==> src/rtl/mii_rx_pkg.sv <==
package mii_rx_pkg;
  localparam int NIB_W  = 4;
  localparam int BYTE_W = 2 * NIB_W;

  typedef enum logic [1:0] {
    ST_IDLE   = 2'd0,
    ST_RECV   = 2'd1,
    ST_REJECT = 2'd2
  } rxState_e;

  // strobes from control to datapath, each valid for one enabled edge
  typedef struct packed {
    logic startFrame;
    logic takeNib;
    logic endFrame;
    logic markErr;
  } rxCtl_t;
endpackage

==> src/rtl/mii_rx_ctrl.sv <==
module mii_rx_ctrl
  import mii_rx_pkg::*;
(
  input  logic   clk,
  input  logic   rstN,
  input  logic   rxClkEn,
  input  logic   rxDv,
  input  logic   rxErr,
  input  logic   rxCrs,
  output rxCtl_t ctl
);
  rxState_e state, stateNext;
  logic     armed, armedNext;

  always_comb begin
    ctl       = '0;
    stateNext = state;
    armedNext = armed;
    if (rxClkEn) begin
      if (!rxCrs) armedNext = 1'b1;
      unique case (state)
        ST_IDLE: begin
          if (rxDv) begin
            if (armed) begin
              ctl.startFrame = 1'b1;
              ctl.takeNib    = 1'b1;
              ctl.markErr    = rxErr;
              armedNext      = 1'b0;
              stateNext      = ST_RECV;
            end else begin
              stateNext = ST_REJECT;
            end
          end
        end
        ST_RECV: begin
          if (rxDv) begin
            ctl.takeNib = 1'b1;
            ctl.markErr = rxErr;
          end else begin
            ctl.endFrame = 1'b1;
            stateNext    = ST_IDLE;
          end
        end
        ST_REJECT: begin
          if (!rxDv) stateNext = ST_IDLE;
        end
        default: stateNext = ST_IDLE;
      endcase
    end
  end

  always_ff @(posedge clk or negedge rstN) begin
    if (!rstN) begin
      state <= ST_IDLE;
      armed <= 1'b0;
    end else begin
      state <= stateNext;
      armed <= armedNext;
    end
  end


  gap_hold_chk: assert property (@(posedge clk) disable iff (!rstN)
    !rxClkEn |=> ($stable(state) && $stable(armed)));


  reject_nostart_chk: assert property (@(posedge clk) disable iff (!rstN)
    (state == ST_REJECT) |-> !ctl.startFrame);
endmodule

==> src/rtl/mii_rx_dpath.sv <==
module mii_rx_dpath
  import mii_rx_pkg::*;
(
  input  logic              clk,
  input  logic              rstN,
  input  rxCtl_t            ctl,
  input  logic [NIB_W-1:0]  rxNib,
  output logic              byteValid,
  output logic [BYTE_W-1:0] byteData,
  output logic              byteFirst,
  output logic              byteLast,
  output logic              byteErr,
  output logic              byteAlign
);
  logic [NIB_W-1:0]  loNib;
  logic              haveLo;
  logic [BYTE_W-1:0] pendByte;
  logic              pendValid;
  logic              pendFirst;
  logic              errLat;

  always_ff @(posedge clk or negedge rstN) begin
    if (!rstN) begin
      loNib     <= '0;
      haveLo    <= 1'b0;
      pendByte  <= '0;
      pendValid <= 1'b0;
      pendFirst <= 1'b0;
      errLat    <= 1'b0;
      byteValid <= 1'b0;
      byteData  <= '0;
      byteFirst <= 1'b0;
      byteLast  <= 1'b0;
      byteErr   <= 1'b0;
      byteAlign <= 1'b0;
    end else begin
      byteValid <= 1'b0;
      byteFirst <= 1'b0;
      byteLast  <= 1'b0;
      byteErr   <= 1'b0;
      byteAlign <= 1'b0;
      if (ctl.startFrame) begin
        loNib     <= rxNib;
        haveLo    <= 1'b1;
        pendValid <= 1'b0;
        pendFirst <= 1'b1;
        errLat    <= ctl.markErr;
      end else if (ctl.takeNib) begin
        errLat <= errLat | ctl.markErr;
        if (!haveLo) begin
          loNib  <= rxNib;
          haveLo <= 1'b1;
        end else begin
          haveLo    <= 1'b0;
          pendByte  <= {rxNib, loNib};
          pendValid <= 1'b1;
          if (pendValid) begin
            byteValid <= 1'b1;
            byteData  <= pendByte;
            byteFirst <= pendFirst;
            pendFirst <= 1'b0;
          end
        end
      end else if (ctl.endFrame) begin
        byteValid <= 1'b1;
        byteLast  <= 1'b1;
        byteFirst <= pendFirst;
        byteErr   <= errLat;
        byteAlign <= haveLo;
        byteData  <= pendValid ? pendByte : {{NIB_W{1'b0}}, loNib};
        pendValid <= 1'b0;
        haveLo    <= 1'b0;
        errLat    <= 1'b0;
      end
    end
  end


  end_emits_last_chk: assert property (@(posedge clk) disable iff (!rstN)
    ctl.endFrame |=> (byteValid && byteLast));


  idle_no_byte_chk: assert property (@(posedge clk) disable iff (!rstN)
    (ctl == '0) |=> !byteValid);


  lone_nibble_chk: assert property (@(posedge clk) disable iff (!rstN)
    (ctl.endFrame && !pendValid) |=> (byteFirst && byteAlign));


  status_on_last_chk: assert property (@(posedge clk) disable iff (!rstN)
    (byteErr || byteAlign) |-> (byteLast && byteValid));


  strobe_single_chk: assert property (@(posedge clk) disable iff (!rstN)
    (byteValid && byteLast) |=> !(byteValid && byteLast));
endmodule

==> src/rtl/mii_rx_framer.sv <==
module mii_rx_framer
  import mii_rx_pkg::*;
(
  input  logic        clk,
  input  logic        rstN,
  input  logic        rxClkEn,
  input  logic [3:0]  rxNib,
  input  logic        rxDv,
  input  logic        rxErr,
  input  logic        rxCrs,
  output logic        byteValid,
  output logic [7:0]  byteData,
  output logic        byteFirst,
  output logic        byteLast,
  output logic        byteErr,
  output logic        byteAlign
);
  rxCtl_t ctl;

  mii_rx_ctrl u_ctrl (
    .clk     (clk),
    .rstN    (rstN),
    .rxClkEn (rxClkEn),
    .rxDv    (rxDv),
    .rxErr   (rxErr),
    .rxCrs   (rxCrs),
    .ctl     (ctl)
  );

  mii_rx_dpath u_dpath (
    .clk       (clk),
    .rstN      (rstN),
    .ctl       (ctl),
    .rxNib     (rxNib),
    .byteValid (byteValid),
    .byteData  (byteData),
    .byteFirst (byteFirst),
    .byteLast  (byteLast),
    .byteErr   (byteErr),
    .byteAlign (byteAlign)
  );
endmodule

==> config.mk <==
export PLATFORM = sky130hd
export DESIGN_NAME = mii_rx_framer
export DESIGN_NICKNAME = d
export VERILOG_FILES = /design/src/rtl/mii_rx_pkg.sv /design/src/rtl/mii_rx_ctrl.sv /design/src/rtl/mii_rx_dpath.sv /design/src/rtl/mii_rx_framer.sv
export SDC_FILE = /design/constraint.sdc
export NUM_CORES = 1
export LEC_CHECK = 0
export ABC_AREA = 1
export ABC_CLOCK_PERIOD_IN_PS = 4400
export CORE_ASPECT_RATIO = 1.5
export CORE_MARGIN = 3
export CORE_UTILIZATION = 56
export CTS_BUF_LIST = sky130_fd_sc_hd__clkbuf_16
export DETAILED_ROUTE_END_ITERATION = 8
export PLACE_DENSITY = 0.83
export SYNTH_ARGS = -nofsm -noshare
export SYNTH_HDL_FRONTEND = slang
export SYNTH_HIERARCHICAL = 1
export SYNTH_SLANG_ARGS = --single-unit
==> constraint.sdc <==
create_clock -name clk -period 4.4 [get_ports clk]
set_input_delay 0.44 -clock clk [delete_from_list [all_inputs] [get_ports clk]]
set_output_delay 0.44 -clock clk [all_outputs]
set_load 0.1 [all_outputs]
==> metrics.txt, run 1 <==
clock-pin slew on the worst setup and hold paths 0.05 ns; H-tree level count 2; number of top-level pins 23; total power draw 1573 uW; most frequent cells in the layout nand2_1, dfrtp_1, clkdlybuf4s50_1, inv_1, nor2_1; grt ovf 0; Worst-Margin Slew 0.9752 ns; CP cell instances clkdlybuf4s50_1; port bufs 22; ys flop type dfrtp_1; Syn Area/Cell 8.668 um2; FP Rows 21; crit path DAT 1.76 ns; RSZ-0062 raised after global routing false; final instance area 0.001829 mm2; P&R area growth vs syn 26.36%; first-pass GRT wire length 4.719 mm; via count 1143; largest net degree at the start of global routing 33; Cell variety after synth 24; Die ar. 0.003244 mm2; DR iter-0 viols 49; Mapped Cells 167; sequential-to-total area share from yosys stat 55.32%; max cap viols 0; Setup CP Type reg -> out; CP peak stage delay 1.14 ns; share of layout cells above drive strength 1 11.22%; CP Buf/Inv Count 1; Root Driver clkbuf_16; Clock Sink Count 32; setup ws final 2.198 ns; # DRC 0; fillers 159; Post-CTS Resized 0; CTS Buffer Depth 2; P_leak 0.0009528 uW; CTS tree built; Hold-fix buffers, CTS 0; final setup fails 0; outcome complete, no violations; worst-path fanout max 2; reg2reg start u_ctrl/state[1]; initial antenna violation count 0; TritonCTS Buffers 5; worst path required time 3.96 ns; Hold/Removal Path Class reg -> reg; most common cell after layout, fill and taps aside nand2_1; Detailed Place HPWL 2.111 mm; Syn Nets 179; Worst-Skew Late Latency 0.28 ns; Post-DRT Antenna Nets 0; min-delay src u_dpath/byteData[6]; vias in the first global route 1160; family with the most delay on the worst path buffers and inverters; Synth warnings 6; area post-placement 0.001685 mm2; fmax 454.0 MHz; CP startpoint u_dpath/byteData[1]; Crit-path slowest cell clkdlybuf4s50_1; DR vias/cell 5.219; PwrDens 860.0 mW/mm2; First-pass DRT Iterations 4; nets 207; total core area 0.002338 mm2; n_diodes 0; Pins Over Slew Limit 0; Die Wd 47.52 um; Post-Route WL 2.854 mm; Core Util, Final 78.22%; Final min period 2.202 ns; Setup WS pre-CTS 2.014 ns; Final Hold Violating Endpoints 0; Final Skew 0.008054 ns; Sum Neg Setup Slack 0 ns; Max IR drop VDD 0.0006036 V; GPL Wtd Cong 0.8455; Yosys reg bits 32; Worst R2R Setup Slack 2.24 ns; period utilization 50.05%; critical path capture point type output pin; Setup Fix Bufs, Post-CTS 0; Post-synth EDFFs 0; Wirelength per Cell 13.03 um; starting density of the core 61.90%; All-Layer GR Usage 20.84%; startpoint type of the worst setup path register; chip height 68.27 um; Max-slew headroom 34.78%; Post-synth ARST share 100.0%; Synth Cell Area 0.001448 mm2
-- power by group --
part	internal [uW]	switching (uW)	total, uW
clock network	207	117	324
logic	192	570	762
registers	419	68.0	487
total	818	755	1570
-- area by class of cell --
class                           instances  area, um2  area share (%)
Sequential cell                        32      800.8           43.78
Clock buffer                            5      125.1           6.840
Tap cell                               23      28.78           1.573
Multi-Input combinational cell        108      531.8           29.07
Timing Repair Buffer                   23      227.7           12.45
Inverter                               25      96.34           5.267
Clock inverter                          3      18.77           1.026
-- flip-flops by register name, summed over array words and instances (netlist names) --
signal / count
u_ctrl/armed: 1
u_dpath/byteValid: 1
u_dpath/pendFirst: 1
u_dpath/byteLast: 1
u_dpath/byteAlign: 1
u_dpath/errLat: 1
u_ctrl/state: 2
u_dpath/pendByte: 8
u_dpath/pendValid: 1
u_dpath/byteFirst: 1
u_dpath/byteErr: 1
u_dpath/byteData: 8
u_dpath/haveLo: 1
u_dpath/loNib: 4
-- per-stage QoR --
step,hold WS (ns),cells
final,0.4726,219
after global routing,0.4873,219
after CTS,0.4760,219
after detailed placement,0.4641,211
after global placement,0.4536,211
after floorplan,0.1444,167
-- cell usage after synthesis (2+ instances only) --
| library cell | count | area, um2 |
|---|---|---|
| ha_1 | 2 | 25.02 |
| a21oi_1 | 6 | 30.03 |
| nand4_1 | 2 | 12.51 |
| o21ai_1 | 4 | 20.02 |
| nand2_1 | 53 | 198.9 |
| nand3_1 | 7 | 35.03 |
| inv_1 | 22 | 82.58 |
| dfrtp_1 | 32 | 800.8 |
| nand2_2 | 4 | 25.02 |
| o21ai_0 | 6 | 30.03 |
| nor2_1 | 14 | 52.55 |
| inv_2 | 2 | 7.510 |
| nand2_4 | 2 | 22.52 |
-- tightest hold or removal path: cells and delay by family, from the launching register on --
| family | cells | cell delay (ns) |
|---|---|---|
| flops | 1 | 0.34 |
| simple gates | 2 | 0.11 |
-- cells by family (layout without fill, tap and decap cells) --
group | after synthesis | count (layout) | synth area share (%)
AND/OR/NAND/NOR | 88 | 88 | 28.52
flip-flops | 32 | 32 | 55.32
buffers and inverters | 27 | 56 | 7.952
AO/OA/AOI/OAI | 18 | 18 | 6.483
adder cells (fa/ha/maj) | 2 | 2 | 1.728
-- per-layer routing --
metal  vias to the layer above  global-route usage (%)  part of all wire (%)
met4                         0                   8.651                   2.0
met5                         -                       0                     0
met3                         8                   7.632                   6.0
met1                       530                   22.02                    40
li1                        569                       -                     -
met2                        36                   35.74                    52
-- final timing paths --
| path | to | depth (start not counted) |
|---|---|---|
| setup / recovery | byteData[1] | 1 |
| hold / removal | u_dpath/byteData[6] | 2 |
| min in group asynchronous | u_dpath/byteValid | 2 |
| hold reg to reg | u_dpath/byteData[6] | 2 |
| max in group asynchronous | u_dpath/pendByte[1] | 2 |
| setup reg to reg | u_dpath/byteData[2] | 10 |
(Power assumes the default switching activity.)
==> run 2: changes to the inputs <==
Settings changed: ABC_CLOCK_PERIOD_IN_PS 4400 to 2250, CORE_UTILIZATION 56 to 52, PLACE_DENSITY 0.83 to 0.78.
Clock period 4.4 ns to 2.25 ns, I/O delays scaled along.
==> metrics.txt, run 2 (synthesis results as in run 1) <==
outcome complete, no violations; Pins Over Slew Limit 0; Root Driver clkbuf_16; critical path capture point type register; Hold/Removal Path Class in -> async; via count 1167; CP peak stage delay 0.38 ns; final setup fails 0; Max IR drop VDD 0.0009423 V; CP cell instances inv_1 > ha_1 > nand2_1 > a21oi_1 > buf_4 > inv_2 > nand2_1 > nand2_2 > nand2_4 > nand2_1 > nand2_1; Sum Neg Setup Slack 0 ns; FF/Latch Area 800.8 um2; Worst R2R Setup Slack 0.51 ns; final instance area 0.001813 mm2; Setup Fix Bufs, Post-CTS 0; P&R area growth vs syn 25.24%; nets 208; Final Skew 0.001306 ns; crit path DAT 1.94 ns; CTS Buffer Depth 2; # DRC 0; vias in the first global route 1143; first-pass GRT wire length 4.788 mm; Final Hold Violating Endpoints 0; FF-to-FF End u_dpath/byteData[2]; fmax 575.7 MHz; multi-input combinational cell area 531.8 um2; reg2reg start u_ctrl/state[1]; CP most frequent cell nand2_1; starting density of the core 56.55%; CP Buf/Inv Count 3; max cap viols 0; Setup CP Type reg -> reg; worst path required time 2.46 ns; Post-CTS Resized 0; area post-placement 0.001677 mm2; FP Rows 22; RSZ-0062 raised after global routing false; First-pass DRT Iterations 4; largest net degree at the start of global routing 33; Post-Route WL 2.810 mm; r2r worst-path depth 11; share of layout cells above drive strength 1 16.75%; Setup WS pre-CTS 0.4851 ns; chip height 70.62 um; DR vias/cell 5.009; grt ovf 0; period utilization 77.20%; worst-path fanout max 9; startpoint type of the worst setup path register; Worst-Margin Slew 0.3889 ns; fillers 194; Max-slew headroom 74.07%; total core area 0.002560 mm2; n_diodes 0; Post-DRT Antenna Nets 0; Wirelength per Cell 12.06 um; Clock Sink Count 32; initial antenna violation count 0; setup ws final 0.5130 ns; Final min period 1.737 ns; CTS tree built; Die Wd 49.08 um; number of top-level pins 23; GPL Wtd Cong 0.8174; Crit-path slowest cell dfrtp_1; PwrDens 1666 mW/mm2; DR iter-0 viols 50; Hold-fix buffers, CTS 0; Top Registers u_dpath/byteData (8), u_dpath/pendByte (8), u_dpath/loNib (4); All-Layer GR Usage 17.70%; TritonCTS Buffers 5; most common cell after layout, fill and taps aside nand2_1; Die ar. 0.003466 mm2; clock-pin slew on the worst setup and hold paths 0.05 ns; Worst-Skew Late Latency 0.27 ns; P_leak 0.0009789 uW; H-tree level count 2; most frequent cells in the layout nand2_1, dfrtp_1, inv_1; Detailed Place HPWL 2.023 mm; family with the most delay on the worst path simple AND/OR/NAND/NOR gates; port bufs 22
## run 2: changes by cell type in the layout (fill, tap and decap cells not counted), sizes merged
cell           change
buf               +14
clkdlybuf4s50     -13
clkinv             -2
inv                +2
## run 2: how the worst max path moves through the flow
stage | endpoint | slack (ns) | startpoint | cells after the start
2_1_floorplan | u_dpath/byteData[0] | 0.72 | u_ctrl/state[0] | 11
3_3_place_gp | u_dpath/pendFirst | 0.56 | rxDv | 7
3_5_place_dp | u_dpath/byteData[3] | 0.49 | rxDv | 10
4_1_cts | u_dpath/byteData[2] | 0.53 | u_ctrl/state[1] | 11
5_1_grt | u_dpath/byteData[3] | 0.36 | u_ctrl/state[1] | 11
6_report | u_dpath/byteData[2] | 0.51 | u_ctrl/state[1] | 11
## run 2: final cells by class
| class | instances | share of cell area (%) |
|---|---|---|
| clock buffers | 5 | 6.901 |
| clock inverters | 3 | 0.6211 |
| inverters | 25 | 5.314 |
| multi-input cells | 108 | 29.33 |
| flip-flops and latches | 32 | 44.17 |
| well taps | 36 | 2.484 |
| repair buffers | 24 | 11.18 |
## run 2: power by group
part / internal (uW) / switching (uW) / total, uW
registers: 819 / 137 / 956
clock network: 395 / 208 / 603
logic: 353 / 1110 / 1460
total: 1570 / 1450 / 3020
## run 2: routing by layer
layer	GRT usage, %	vias to the layer above	wire (um)
met1	19.12	551	1142
met5	0	-	0
met3	3.368	7	128
li1	-	575	-
met4	9.810	0	53
met2	31.79	34	1486
## run 2: metrics by stage
step                utilization (%)  hold slack [ns]  cells  power, uW
floorplan                         -         -0.07059    167       2090
global placement              65.49           0.4561    225       2372
detailed placement            65.49           0.4593    225       2408
CTS                           70.82           0.3561    233       3036
global route                  70.82           0.3884    233       3210
finish                        70.82           0.3432    233       3020
==> run 3: changes to the inputs <==
Settings changed: ABC_CLOCK_PERIOD_IN_PS 2250 to 1450, CORE_UTILIZATION 52 to 47, PLACE_DENSITY 0.78 to 0.74.
Clock period 2.25 ns to 1.45 ns, I/O delays scaled along.
==> metrics.txt, run 3 (synthesis results as in run 1) <==
Wirelength per Cell 14.47 um; Post-Route WL 3.661 mm; P_leak 0.001126 uW; All-Layer GR Usage 21.90%; GPL Wtd Cong 0.7745; period utilization 109.0%; clock-pin slew on the worst setup and hold paths 0.05 ns; total power draw 5727 uW; RSZ-0062 raised after global routing true; chip height 73.97 um; Post-DRT Antenna Nets 0; Core Util, Final 77.55%; n_diodes 0; nets 225; reg2reg start u_ctrl/state[0]; DR vias/cell 5.126; crit path DAT 1.74 ns; Sum Neg Setup Slack -1.578 ns; PwrDens 2509 mW/mm2; CTS Buffer Depth 2; starting density of the core 49.19%; max cap viols 0; grt ovf 0; DR iter-0 viols 41; setup ws final -0.1304 ns; critical path capture point type register; Die Wd 51.32 um; Max IR drop VDD 0.001724 V; Final Skew 0.005637 ns; initial antenna violation count 0; share of layout cells above drive strength 1 35.51%; # DRC 0; port bufs 22; H-tree level count 2; number of top-level pins 23; CTS tree built; fmax 632.7 MHz; FF-to-FF End u_dpath/byteData[3]; CP startpoint u_ctrl/state[0]; vias in the first global route 1308; r2r worst-path depth 11; via count 1297; largest net degree at the start of global routing 33; Final min period 1.580 ns; outcome complete, but fails checks; Hold/Removal Path Class in -> async; worst path required time 1.61 ns; First-pass DRT Iterations 4; Setup CP Type reg -> reg; worst-path fanout max 8; failing checks negative setup slack; Clock Sink Count 32; Top Registers u_dpath/byteData (8), u_dpath/pendByte (8), u_dpath/loNib (4); Worst-Skew Late Latency 0.28 ns; TritonCTS Buffers 5; Pins Over Slew Limit 0; P&R area growth vs syn 57.65%; most common cell after layout, fill and taps aside nand2_1; startpoint type of the worst setup path register; Worst-Margin Slew 0.3937 ns; Final Hold Violating Endpoints 0; Max-slew headroom 73.75%; Hold-fix buffers, CTS 0; most frequent cells in the layout nand2_1, dfrtp_1, inv_1; Die ar. 0.003796 mm2; Detailed Place HPWL 2.200 mm; Worst R2R Setup Slack -0.13 ns; final setup fails 23; first-pass GRT wire length 5.858 mm; Root Driver clkbuf_16; FP Rows 24; total core area 0.002943 mm2
## run 3: cell count changes in the layout (fill, tap and decap cells not counted), sizes merged
cell    previous run  this run
nand2             59        61
buf               15        29
clkinv             1         3
inv               27        25
nand3              8         9
## run 3: per-layer routing
layer  track usage [%]  vias to the layer above  share of wire (%)
met5                 0                        -                  0
li1                  -                      609                  -
met2             37.88                       44                 55
met3             5.411                       12                4.3
met4             15.74                        0                4.4
met1             22.94                      632                 37
## run 3: worst max path at each step
stage | endpoint | slack, ns
after detailed placement | u_dpath/pendByte[7] | -0.19
after CTS | u_dpath/byteData[1] | -0.13
after global routing | u_dpath/byteData[3] | -0.21
final | u_dpath/byteData[3] | -0.13
after floorplan | u_dpath/pendFirst | -0.03
after global placement | u_dpath/pendByte[7] | -0.13
## run 3: repair_timing
item,in CTS,in global routing
cloned,3,0
setup buffers,2,4
pin swaps,11,7
hold endpoints to repair,0,0
gates resized for setup,16,21
endpoints found under the setup margin,26,29
## run 3: cell type report
cell class,count,area (um2)
clock inverter,3,13.76
inverter,25,106.4
sequential,32,800.8
timing repair buffer,38,486.7
clock buffer,5,125.1
fill,203,660.6
multi-input combinational,111,700.7
tap,39,48.80
## run 3: worst max-delay path, stage by stage, from the launching register on
cell	delay [ns]
dfrtp_1	0.41
buf_6	0.13
ha_4	0.16
inv_4	0.07
a21oi_4	0.06
buf_12	0.15
inv_8	0.07
nand2_2	0.07
nand2_4	0.11
nand2_4	0.09
nand2_1	0.07
nand2_1	0.06
## run 3: power by group
group / switching, uW / internal (uW) / total (uW) / leakage [uW]
logic: 1980 / 1170 / 3150 / 0.000658
clock network: 369 / 622 / 991 / 0.0000710
registers: 316 / 1270 / 1590 / 0.000397
total: 2660 / 3060 / 5730 / 0.00113
## run 3: metrics by stage
stage	instance area [um2]	worst slack (ns)	std cells	hold WS, ns
finish	2282	-0.1304	253	0.2685
global route	2282	-0.2107	253	0.3288
CTS	2162	-0.1262	249	0.2753
detailed placement	1937	-0.1946	236	0.4744
global placement	1937	-0.1264	236	0.4622
floorplan	1473	-0.03017	167	-0.1506
